**src/rtl/fuse_dump_pkg.sv**
```systemverilog
package fuse_dump_pkg;

   typedef enum logic [3:0] {
      FD_IDLE   = 4'd0,
      FD_GRANT  = 4'd1,
      FD_BANK   = 4'd2,
      FD_PWR    = 4'd3,
      FD_LAUNCH = 4'd4,
      FD_WAIT   = 4'd5,
      FD_CAPT   = 4'd6,
      FD_DONE   = 4'd7,
      FD_ABORT  = 4'd8
   } fd_state_e;

endpackage

```
**src/rtl/fuse_poll_timer.sv**
```systemverilog
module fuse_poll_timer #(
   parameter int unsigned POLL_GAP   = 200,
   parameter int unsigned POLL_LIMIT = 1000000
) (
   input  logic clk,
   input  logic rst_n,
   input  logic run_i,
   output logic poll_o,
   output logic last_o
);

   localparam int unsigned LIM_W = $clog2(POLL_LIMIT + 1);

   logic             gap_hit;
   logic [LIM_W-1:0] poll_q;

   // spacing between samples: a direct strobe or a divider
   generate
      if (POLL_GAP == 1) begin : g_every_cycle
         assign gap_hit = run_i;
      end else begin : g_divider
         localparam int unsigned GAP_W = $clog2(POLL_GAP);
         logic [GAP_W-1:0] gap_q;

         assign gap_hit = run_i && (gap_q == GAP_W'(POLL_GAP - 1));

         always_ff @(posedge clk or negedge rst_n) begin
            if (!rst_n) begin
               gap_q <= '0;
            end else if (!run_i || gap_hit) begin
               gap_q <= '0;
            end else begin
               gap_q <= gap_q + 1'b1;
            end
         end
      end
   endgenerate

   assign last_o = (poll_q == LIM_W'(POLL_LIMIT - 1));
   assign poll_o = gap_hit;

   always_ff @(posedge clk or negedge rst_n) begin
      if (!rst_n) begin
         poll_q <= '0;
      end else if (!run_i) begin
         poll_q <= '0;
      end else if (gap_hit && !last_o) begin
         poll_q <= poll_q + 1'b1;
      end
   end

endmodule

```
**src/rtl/fuse_addr_walker.sv**
```systemverilog
module fuse_addr_walker #(
   parameter int unsigned PHYS_SIZE = 256,
   parameter int unsigned ADDR_W    = 10,
   parameter int unsigned CNT_W     = 9
) (
   input  logic              clk,
   input  logic              rst_n,
   input  logic              clear_i,
   input  logic              step_i,
   output logic [ADDR_W-1:0] addr_o,
   output logic [CNT_W-1:0]  cnt_o,
   output logic              last_o
);

   localparam logic [ADDR_W-1:0] TOP_ADDR = ADDR_W'(PHYS_SIZE - 1);

   logic [ADDR_W-1:0] addr_q;
   logic [CNT_W-1:0]  cnt_q;

   assign last_o = (addr_q == TOP_ADDR);
   assign addr_o = addr_q;
   assign cnt_o  = cnt_q;

   always_ff @(posedge clk or negedge rst_n) begin
      if (!rst_n) begin
         addr_q <= '0;
      end else if (clear_i) begin
         addr_q <= '0;
      end else if (step_i && !last_o) begin
         addr_q <= addr_q + 1'b1;
      end
   end

   always_ff @(posedge clk or negedge rst_n) begin
      if (!rst_n) begin
         cnt_q <= '0;
      end else if (clear_i) begin
         cnt_q <= '0;
      end else if (step_i) begin
         cnt_q <= cnt_q + 1'b1;
      end
   end

endmodule

```
**src/rtl/fuse_seq_fsm.sv**
```systemverilog
module fuse_seq_fsm
   import fuse_dump_pkg::*;
#(
   parameter int unsigned BANK_W      = 2,
   parameter int unsigned BANK_IDLE   = 1,
   parameter int unsigned BANK_TARGET = 0
) (
   input  logic              clk,
   input  logic              rst_n,
   input  logic              start_i,
   input  logic              poll_i,
   input  logic              last_poll_i,
   input  logic              flag_i,
   input  logic              last_addr_i,
   output fd_state_e         state_o,
   output logic              grant_o,
   output logic [BANK_W-1:0] bank_o,
   output logic              ldo_en_o
);

   fd_state_e         st_q, st_d;
   logic              grant_q;
   logic [BANK_W-1:0] bank_q;
   logic              ldo_q;

   always_comb begin
      st_d = st_q;
      case (st_q)
         FD_IDLE:   if (start_i) st_d = FD_GRANT;
         FD_GRANT:  st_d = FD_BANK;
         FD_BANK:   st_d = FD_PWR;
         FD_PWR:    st_d = FD_LAUNCH;
         FD_LAUNCH: st_d = FD_WAIT;
         FD_WAIT: begin
            if (poll_i) begin
               if (flag_i) begin
                  st_d = FD_CAPT;
               end else if (last_poll_i) begin
                  st_d = FD_ABORT;
               end
            end
         end
         FD_CAPT:   st_d = last_addr_i ? FD_DONE : FD_LAUNCH;
         FD_DONE:   st_d = FD_IDLE;
         FD_ABORT:  st_d = FD_IDLE;
         default:   st_d = FD_IDLE;
      endcase
   end

   always_ff @(posedge clk or negedge rst_n) begin
      if (!rst_n) begin
         st_q <= FD_IDLE;
      end else begin
         st_q <= st_d;
      end
   end

   // ownership is held from the grant step until the closing pulse
   always_ff @(posedge clk or negedge rst_n) begin
      if (!rst_n) begin
         grant_q <= 1'b0;
      end else if (st_q == FD_GRANT) begin
         grant_q <= 1'b1;
      end else if (st_q == FD_DONE || st_q == FD_ABORT) begin
         grant_q <= 1'b0;
      end
   end

   always_ff @(posedge clk or negedge rst_n) begin
      if (!rst_n) begin
         bank_q <= BANK_W'(BANK_IDLE);
      end else if (st_q == FD_BANK) begin
         bank_q <= BANK_W'(BANK_TARGET);
      end
   end

   always_ff @(posedge clk or negedge rst_n) begin
      if (!rst_n) begin
         ldo_q <= 1'b1;
      end else if (st_q == FD_PWR) begin
         ldo_q <= 1'b0;
      end
   end

   assign state_o  = st_q;
   assign grant_o  = grant_q;
   assign bank_o   = bank_q;
   assign ldo_en_o = ldo_q;

endmodule

```
**src/rtl/fuse_dump_ctrl.sv**
```systemverilog
module fuse_dump_ctrl
   import fuse_dump_pkg::*;
#(
   parameter  int unsigned ADDR_W      = 10,
   parameter  int unsigned DATA_W      = 8,
   parameter  int unsigned PHYS_SIZE   = 256,
   parameter  int unsigned POLL_GAP    = 200,
   parameter  int unsigned POLL_LIMIT  = 1000000,
   parameter  int unsigned BANK_W      = 2,
   parameter  int unsigned BANK_IDLE   = 1,
   parameter  int unsigned BANK_TARGET = 0,
   localparam int unsigned CNT_W       = $clog2(PHYS_SIZE + 1)
) (
   input  logic              clk,
   input  logic              rst_n,
   input  logic              start_i,
   output logic              done_o,
   output logic              busy_err_o,
   output logic [CNT_W-1:0]  byte_cnt_o,
   output logic              grant_o,
   output logic [BANK_W-1:0] bank_sel_o,
   output logic              ldo25_en_o,
   output logic              fuse_req_o,
   output logic [ADDR_W-1:0] fuse_addr_o,
   output logic [DATA_W-1:0] fuse_wdata_o,
   output logic              fuse_wflag_o,
   input  logic              fuse_flag_i,
   input  logic [DATA_W-1:0] fuse_rdata_i,
   output logic              buf_we_o,
   output logic [ADDR_W-1:0] buf_addr_o,
   output logic [DATA_W-1:0] buf_data_o
);

   // elaboration-time parameter checks
   generate
      if (PHYS_SIZE < 1 || PHYS_SIZE > (1 << ADDR_W)) begin : g_bad_size
         $error("fuse_dump_ctrl: PHYS_SIZE must lie in 1..2**ADDR_W");
      end
      if (POLL_GAP < 1 || POLL_LIMIT < 1) begin : g_bad_poll
         $error("fuse_dump_ctrl: POLL_GAP and POLL_LIMIT must be at least 1");
      end
      if (BANK_IDLE >= (1 << BANK_W) || BANK_TARGET >= (1 << BANK_W)) begin : g_bad_bank
         $error("fuse_dump_ctrl: bank codes must fit in BANK_W bits");
      end
      if (DATA_W < 1) begin : g_bad_data
         $error("fuse_dump_ctrl: DATA_W must be at least 1");
      end
   endgenerate

   fd_state_e         state;
   logic              poll;
   logic              last_poll;
   logic              last_addr;
   logic [ADDR_W-1:0] cur_addr;
   logic [DATA_W-1:0] data_q;

   fuse_seq_fsm #(
      .BANK_W      (BANK_W),
      .BANK_IDLE   (BANK_IDLE),
      .BANK_TARGET (BANK_TARGET)
   ) i_fsm (
      .clk         (clk),
      .rst_n       (rst_n),
      .start_i     (start_i),
      .poll_i      (poll),
      .last_poll_i (last_poll),
      .flag_i      (fuse_flag_i),
      .last_addr_i (last_addr),
      .state_o     (state),
      .grant_o     (grant_o),
      .bank_o      (bank_sel_o),
      .ldo_en_o    (ldo25_en_o)
   );

   fuse_poll_timer #(
      .POLL_GAP   (POLL_GAP),
      .POLL_LIMIT (POLL_LIMIT)
   ) i_timer (
      .clk    (clk),
      .rst_n  (rst_n),
      .run_i  (state == FD_WAIT),
      .poll_o (poll),
      .last_o (last_poll)
   );

   fuse_addr_walker #(
      .PHYS_SIZE (PHYS_SIZE),
      .ADDR_W    (ADDR_W),
      .CNT_W     (CNT_W)
   ) i_walker (
      .clk     (clk),
      .rst_n   (rst_n),
      .clear_i (state == FD_IDLE && start_i),
      .step_i  (state == FD_CAPT),
      .addr_o  (cur_addr),
      .cnt_o   (byte_cnt_o),
      .last_o  (last_addr)
   );

   // byte is taken on the sample that sees completion
   always_ff @(posedge clk or negedge rst_n) begin
      if (!rst_n) begin
         data_q <= '0;
      end else if (state == FD_WAIT && poll && fuse_flag_i) begin
         data_q <= fuse_rdata_i;
      end
   end

   assign fuse_req_o   = (state == FD_LAUNCH);
   assign fuse_addr_o  = cur_addr;
   assign fuse_wdata_o = '0;
   assign fuse_wflag_o = 1'b0;

   assign buf_we_o     = (state == FD_CAPT);
   assign buf_addr_o   = cur_addr;
   assign buf_data_o   = data_q;

   assign done_o       = (state == FD_DONE);
   assign busy_err_o   = (state == FD_ABORT);

endmodule

```
**config.mk**
```make
export PLATFORM = sky130hd
export DESIGN_NAME = fuse_dump_ctrl
export DESIGN_NICKNAME = d
export VERILOG_FILES = /design/src/rtl/fuse_dump_pkg.sv /design/src/rtl/fuse_poll_timer.sv /design/src/rtl/fuse_addr_walker.sv /design/src/rtl/fuse_seq_fsm.sv /design/src/rtl/fuse_dump_ctrl.sv
export SDC_FILE = /design/constraint.sdc
export NUM_CORES = 1
export LEC_CHECK = 0
export ABC_AREA = 1
export BUFFER_PORTS_ARGS = -buffer_cell sky130_fd_sc_hd__buf_2
export CAP_MARGIN = 20
export CORE_MARGIN = 4
export CORE_UTILIZATION = 54
export CTS_CLUSTER_DIAMETER = 50
export CTS_CLUSTER_SIZE = 20
export DETAILED_ROUTE_END_ITERATION = 16
export MAX_ROUTING_LAYER = met4
export PLACE_DENSITY = 0.87
export RECOVER_POWER = 50
export SYNTH_ARGS = -nofsm -noshare
export SYNTH_HDL_FRONTEND = slang
export SYNTH_SLANG_ARGS = --single-unit
```
**constraint.sdc**
```tcl
create_clock -name clk -period 1.9 [get_ports clk]
set_clock_uncertainty 0.05 [all_clocks]
set_input_delay 0.095 -clock clk [delete_from_list [all_inputs] [get_ports clk]]
set_output_delay 0.095 -clock clk [all_outputs]
set_load 0.05 [all_outputs]
```
=== Yosys cells after proc, flatten, opt, wreduce, memory -nomap -nowiden ===
Cells that the tools add are included.

* Equal/unequal tests: 15
* Add/sub/neg operators: 4
* Muxes and demuxes: 15
* Reduce and logical (&&, ||, !) cells: 16

{| class="wikitable"
|+ Operators by type and width
! cell !! count
|-
| 20-bit 2-to-1 mux || 2
|-
| 4-bit one-hot mux with 7 select lines || 1
|-
| 20-bit by 1-bit adder with 20-bit output (second input constant) || 1
|-
| 20-bit == test (second input constant) || 1
|-
| 10-bit 2-to-1 mux || 2
|-
| 9-bit 2-to-1 mux || 2
|-
| 4-bit by 3-bit == test with 1-bit output (second input constant) || 4
|-
| 4-bit 2-to-1 mux || 4
|-
| 10-bit by 1-bit adder with 10-bit output (second input constant) || 1
|-
| 10-bit by 8-bit == test with 1-bit output (second input constant) || 1
|-
| 9-bit by 1-bit adder with 9-bit output (second input constant) || 1
|-
| 8-bit by 1-bit adder with 8-bit output (second input constant) || 1
|-
| 4-bit by 2-bit == test with 1-bit output (second input constant) || 2
|-
| 8-bit == test (second input constant) || 1
|-
| 8-bit 2-to-1 mux || 1
|-
| 1-bit logical AND || 6
|-
| 2-bit inequality test (second input constant) || 3
|-
| 2-bit nonzero test || 3
|-
| 4-bit by 1-bit == test with 1-bit output (second input constant) || 1
|-
| 4-bit == test (second input constant) || 1
|-
| 4-bit logical NOT || 1
|-
| 1-bit logical NOT || 3
|-
| 3-bit inequality test (second input constant) || 1
|-
| 3-bit AND reduction || 1
|-
| 3 further kinds || 5
|}

* Input port bits: 12
* Output and inout port bits: 54
* Register bits: 62
* Logic and storage cells: 59

=== Longest topological paths before layout ===
* Depth in word-level cells: 5
* Depth in mapped cells: 10

=== Modules after synthesis ===
Synthesis repeated with hierarchy kept, for this count alone.

* Cells, all modules: 507
* Area, all modules: 3852.4 um2

{| class="wikitable"
|+ Modules (own cells, without submodules)
! module !! cells an instance !! area each (um2) !! times used
|-
| fuse_poll_timer || 234 || 1745.4 || 1
|-
| fuse_addr_walker || 148 || 1101.1 || 1
|-
| fuse_dump_ctrl || 71 || 573.0 || 1
|-
| fuse_seq_fsm || 54 || 432.9 || 1
|}

=== Worst setup path after synthesis ===
No wires, ideal clock.

* Path type: register to register
* From: register i_fsm.st_q[0] (netlist: i_fsm.state_o[0])
* To: register i_fsm.grant_q (netlist: i_fsm.grant_o)
* Arrival: 1825 ps
* Stages on the path, launching flop included: 5
* Period minus slack after synthesis: 2052 ps
* Slack: -152 ps
* Library setup time: 177 ps
* Required time: 1673 ps
* Path through: dfrtp_1 inv_1 nand2_1 nor3_1 o21bai_1

* Word-level cells in the longest chain between the ends: 3
* Elaborated cells between the ends (all ways): 6

{| class="wikitable"
|+ Ends and longest elaborated chain
! what !! RTL line !! RTL
|-
| from (decl) || fuse_seq_fsm.sv:21 || <nowiki>fd_state_e st_q, st_d;</nowiki>
|-
| from (signal assigned) || fuse_seq_fsm.sv:54 || <nowiki>st_q <= st_d;</nowiki>
|-
| 4-bit == test || -- ||
|-
| via busy_err_o || fuse_dump_ctrl.sv:18 || <nowiki>output logic busy_err_o,</nowiki>
|-
| 1-bit logical OR || fuse_seq_fsm.sv:64 || <nowiki>end else if (st_q == FD_DONE || st_q == FD_ABORT) begin</nowiki>
|-
| 2-bit nonzero test (no source line) || -- ||
|-
| to (signal assigned) || fuse_seq_fsm.sv:61 || <nowiki>grant_q <= 1'b0;</nowiki>
|-
| to (signal assigned) || fuse_seq_fsm.sv:63 || <nowiki>grant_q <= 1'b1;</nowiki>
|-
| to (signal assigned) || fuse_seq_fsm.sv:65 || <nowiki>grant_q <= 1'b0;</nowiki>
|-
| to (decl) || fuse_seq_fsm.sv:22 || <nowiki>logic grant_q;</nowiki>
|}

The timed path passes the listed nets, and every way through them passes these cells.
A chain may end at the register's enable or synchronous reset.

=== Worst setup path after layout ===
* From: register i_fsm.st_q[3] (netlist: i_fsm.state_o[3])
* To: output buf_we_o

* Word-level cells in the longest chain between the ends: 1

{| class="wikitable"
|+ Ends and longest elaborated chain
! what !! RTL line !! RTL
|-
| 4-bit by 3-bit == test with 1-bit output || fuse_dump_ctrl.sv:114 || <nowiki>assign buf_we_o = (state == FD_CAPT);</nowiki>
|-
| to (decl) || fuse_dump_ctrl.sv:29 || <nowiki>output logic buf_we_o,</nowiki>
|}

Every way passes these cells.

==> out/metrics.yaml <==
whs_ns: 0.0578
final_antenna_net_count: 0
worstPathArrival_ns: 1.62
clockBufferDepth: 2
initialDrtViolationCount: 318
grt_pass1_wl_um: 15300
syn_inst: 512
postSynthAreaPerCell_um2: 7.42
power_density_mw_per_mm2: 926
initial_core_util_pct: 55.6
hp-start: "start_i"
numPlacedInstances: 653
finalCriticalPeriod_ns: 1.77
maxSlewHeadroom_pct: 43.8
synth_seq_area_share_pct: 40.9
die_h_um: 91.9
max_slew.worst_pin.slew_ns: 0.843
drive_gt1_share_pct: 17.4
status: "complete, no violations"
cap_viol_max_count: 0
cp.required_ns: 1.75
final.setup.tns_ns: 0
path_class: "flop to output port"
antenna_found_initial: 0
numCtsBuffers: 9
synth.cell_area_mm2: 0.00380
dpl_worst_slack_ns: 0.0761
drc: 0
pin_count: 66
drt_wl_total_um: 8940
cts-root-buf: "clkbuf_8"
finalNonFillerCells: 683
ir_drop_uv: 401
grt_max_degree: 63
cts_tree: "yes"
area_growth_syn_to_layout_pct: 16.3
finalCritPeriodShare_pct: 93.1
setup_violations: 0
gp_congestion: 0.972
num_rows: 30
first_pass_iters: 5
start_kind: "flop"
grt_overflow: 0
fin_ws_ns: 0.130
dieArea_mm2: 0.00844
viasPerCell: 5.27
startpoint: "i_fsm.state_o[3]"
grt.total_usage_pct: 22.8
crit_fanout: 9
n_antenna_cell: 0
fmax_mhz: 565
synth_seq_cells: 62
die_w_um: 91.9
fin_nets: 598
clkTransAtPathRegs_ns: 0.07
power_uw: 4090
p_leak_uw: 0.00213
hold_viol_final: 0
slew_viol_final: 0
synthDistinctLibCells: 33
numPortBuffers: 55
dpl.hpwl_um: 6290
vias: 3596
ys.warnings.count: 0
post_drt_wl_per_cell_um: 13.1
cts.sinks: 62
htreeDepth: 3
reg2reg_from: "i_walker.addr_o[0]"
end_kind: "output port"
insertion_delay_ns: 0.34
grt_pass1_vias: 3365
hold_class: "input port to flop"
coreArea_mm2: 0.00683
==> flip-flops by register name, summed over array words and instances (netlist names) <==
| register | cells |
|---|---|
| buf_data_o | 8 |
| i_fsm.bank_o | 1 |
| i_fsm.grant_o | 1 |
| i_fsm.ldo_en_o | 1 |
| i_fsm.state_o | 4 |
| i_timer.g_divider.gap_q | 8 |
| i_timer.poll_q | 20 |
| i_walker.addr_o | 10 |
| i_walker.cnt_o | 9 |
==> where the power goes <==
group	switching, uW	internal (uW)	total [uW]
combinational	1060	315	1380
sequential	119	1420	1540
clock	487	681	1170
total	1670	2420	4090
==> area by class of cell <==
| class | instances | area, um^2 |
|---|---|---|
| timing repair buffer | 80 | 475 |
| tap | 96 | 120 |
| clock inverter | 1 | 30.0 |
| fill | 577 | 2410 |
| clock buffer | 15 | 166 |
| inverter | 49 | 184 |
| sequential | 62 | 1560 |
| multi-input combinational | 380 | 1880 |
==> cells in the final DEF, fill, tap and decap left out, drive strengths merged, types with 2 or more instances in the layout <==
cell type	count
dfstp	2
dlygate4sd3	10
nand3	69
buf	49
o21ai	16
dfrtp	60
nand2	139
conb	10
clkbuf	36
xor2	13
a21oi	12
inv	48
o21bai	2
ha	4
or2	2
nand4	14
nor2	80
nor3	16
==> through the flow <==
| step | util [%] | instance area, um^2 |
|---|---|---|
| 3_5_place_dp | 60.0 | 4100 |
| 4_1_cts | 64.3 | 4390 |
| 6_report | 64.7 | 4420 |
| 5_1_grt | 64.7 | 4420 |
| 2_1_floorplan | - | 3840 |
| 3_3_place_gp | 60.0 | 4100 |
==> cells by family after synthesis <==
logic type,after synthesis,share of synthesized area [%]
XOR/XNOR,13,3.00
AND/OR/NAND/NOR,321,39.1
other,1,0.0987
AO/OA/AOI/OAI,32,4.58
buffers and inverters,79,11.0
adder cells (fa/ha/maj),4,1.32
flip-flops,62,40.9
==> per-layer routing <==
layer	global-route usage, %	vias up	wire, um
met4	7.67	0	183
met3	4.68	19	499
met5	-	-	0
li1	-	1759	-
met2	36.9	124	4370
met1	28.6	1694	3880
==> worst max-delay path, cell delays in order (launching register included) <==
cell and delay, ns:
dfrtp_1 0.41, inv_2 0.10, nand2_2 0.09, nor3_4 0.34, buf_2 0.35
==> timing repair <==
item / CTS / global route
hold endpoints to repair: 69 / 0
setup endpoints to repair: 0 / 22
buffers inserted: 0 / 4
resized for setup: 0 / 4
hold buffers: 10 / 0
==> synthesized netlist by cell type <==
cell        n  area share (%)
dfstp_2     2             1.4
o21ai_0    14             1.8
buf_6       3            0.89
inv_1      43             4.2
and2_1      1            0.16
a211oi_1    1            0.20
xor2_1     13             3.0
o21bai_1    2            0.40
clkinv_1    1           0.099
o21a_1      1            0.20
nand2_4     3            0.89
nor2_2      2            0.33
ha_1        4             1.3
a21oi_2     1            0.23
a21oi_1    11             1.4
buf_2       4            0.53
nand2_1   134              13
nor3_4      1            0.43
o21ai_1     2            0.26
dfrtp_1    60              40
nor3_1     13             1.7
nand4_1    14             2.3
nor2_4      1            0.30
inv_2       5            0.49
or2_2       2            0.33
conb_1      1           0.099
nand2_2     2            0.33
nor2_1     77             7.6
nor3_2      2            0.53
buf_8       1            0.40
nand3_2    14             3.7
nand3_1    55             7.2
buf_4      22             4.3
==> path summary, 6_finish.rpt <==
path	endpoint	slack [ns]	cells past startpoint
max	buf_we_o	0.13	4
min	i_fsm.state_o[0]	0.06	3
max reg2reg	i_walker.addr_o[6]	0.14	10
min reg2reg	i_fsm.bank_o[0]	0.39	2
max in group asynchronous	i_walker.addr_o[0]	0.76	3
min in group asynchronous	i_walker.cnt_o[7]	0.45	3
Note: power is estimated with default switching activity, not from simulation.
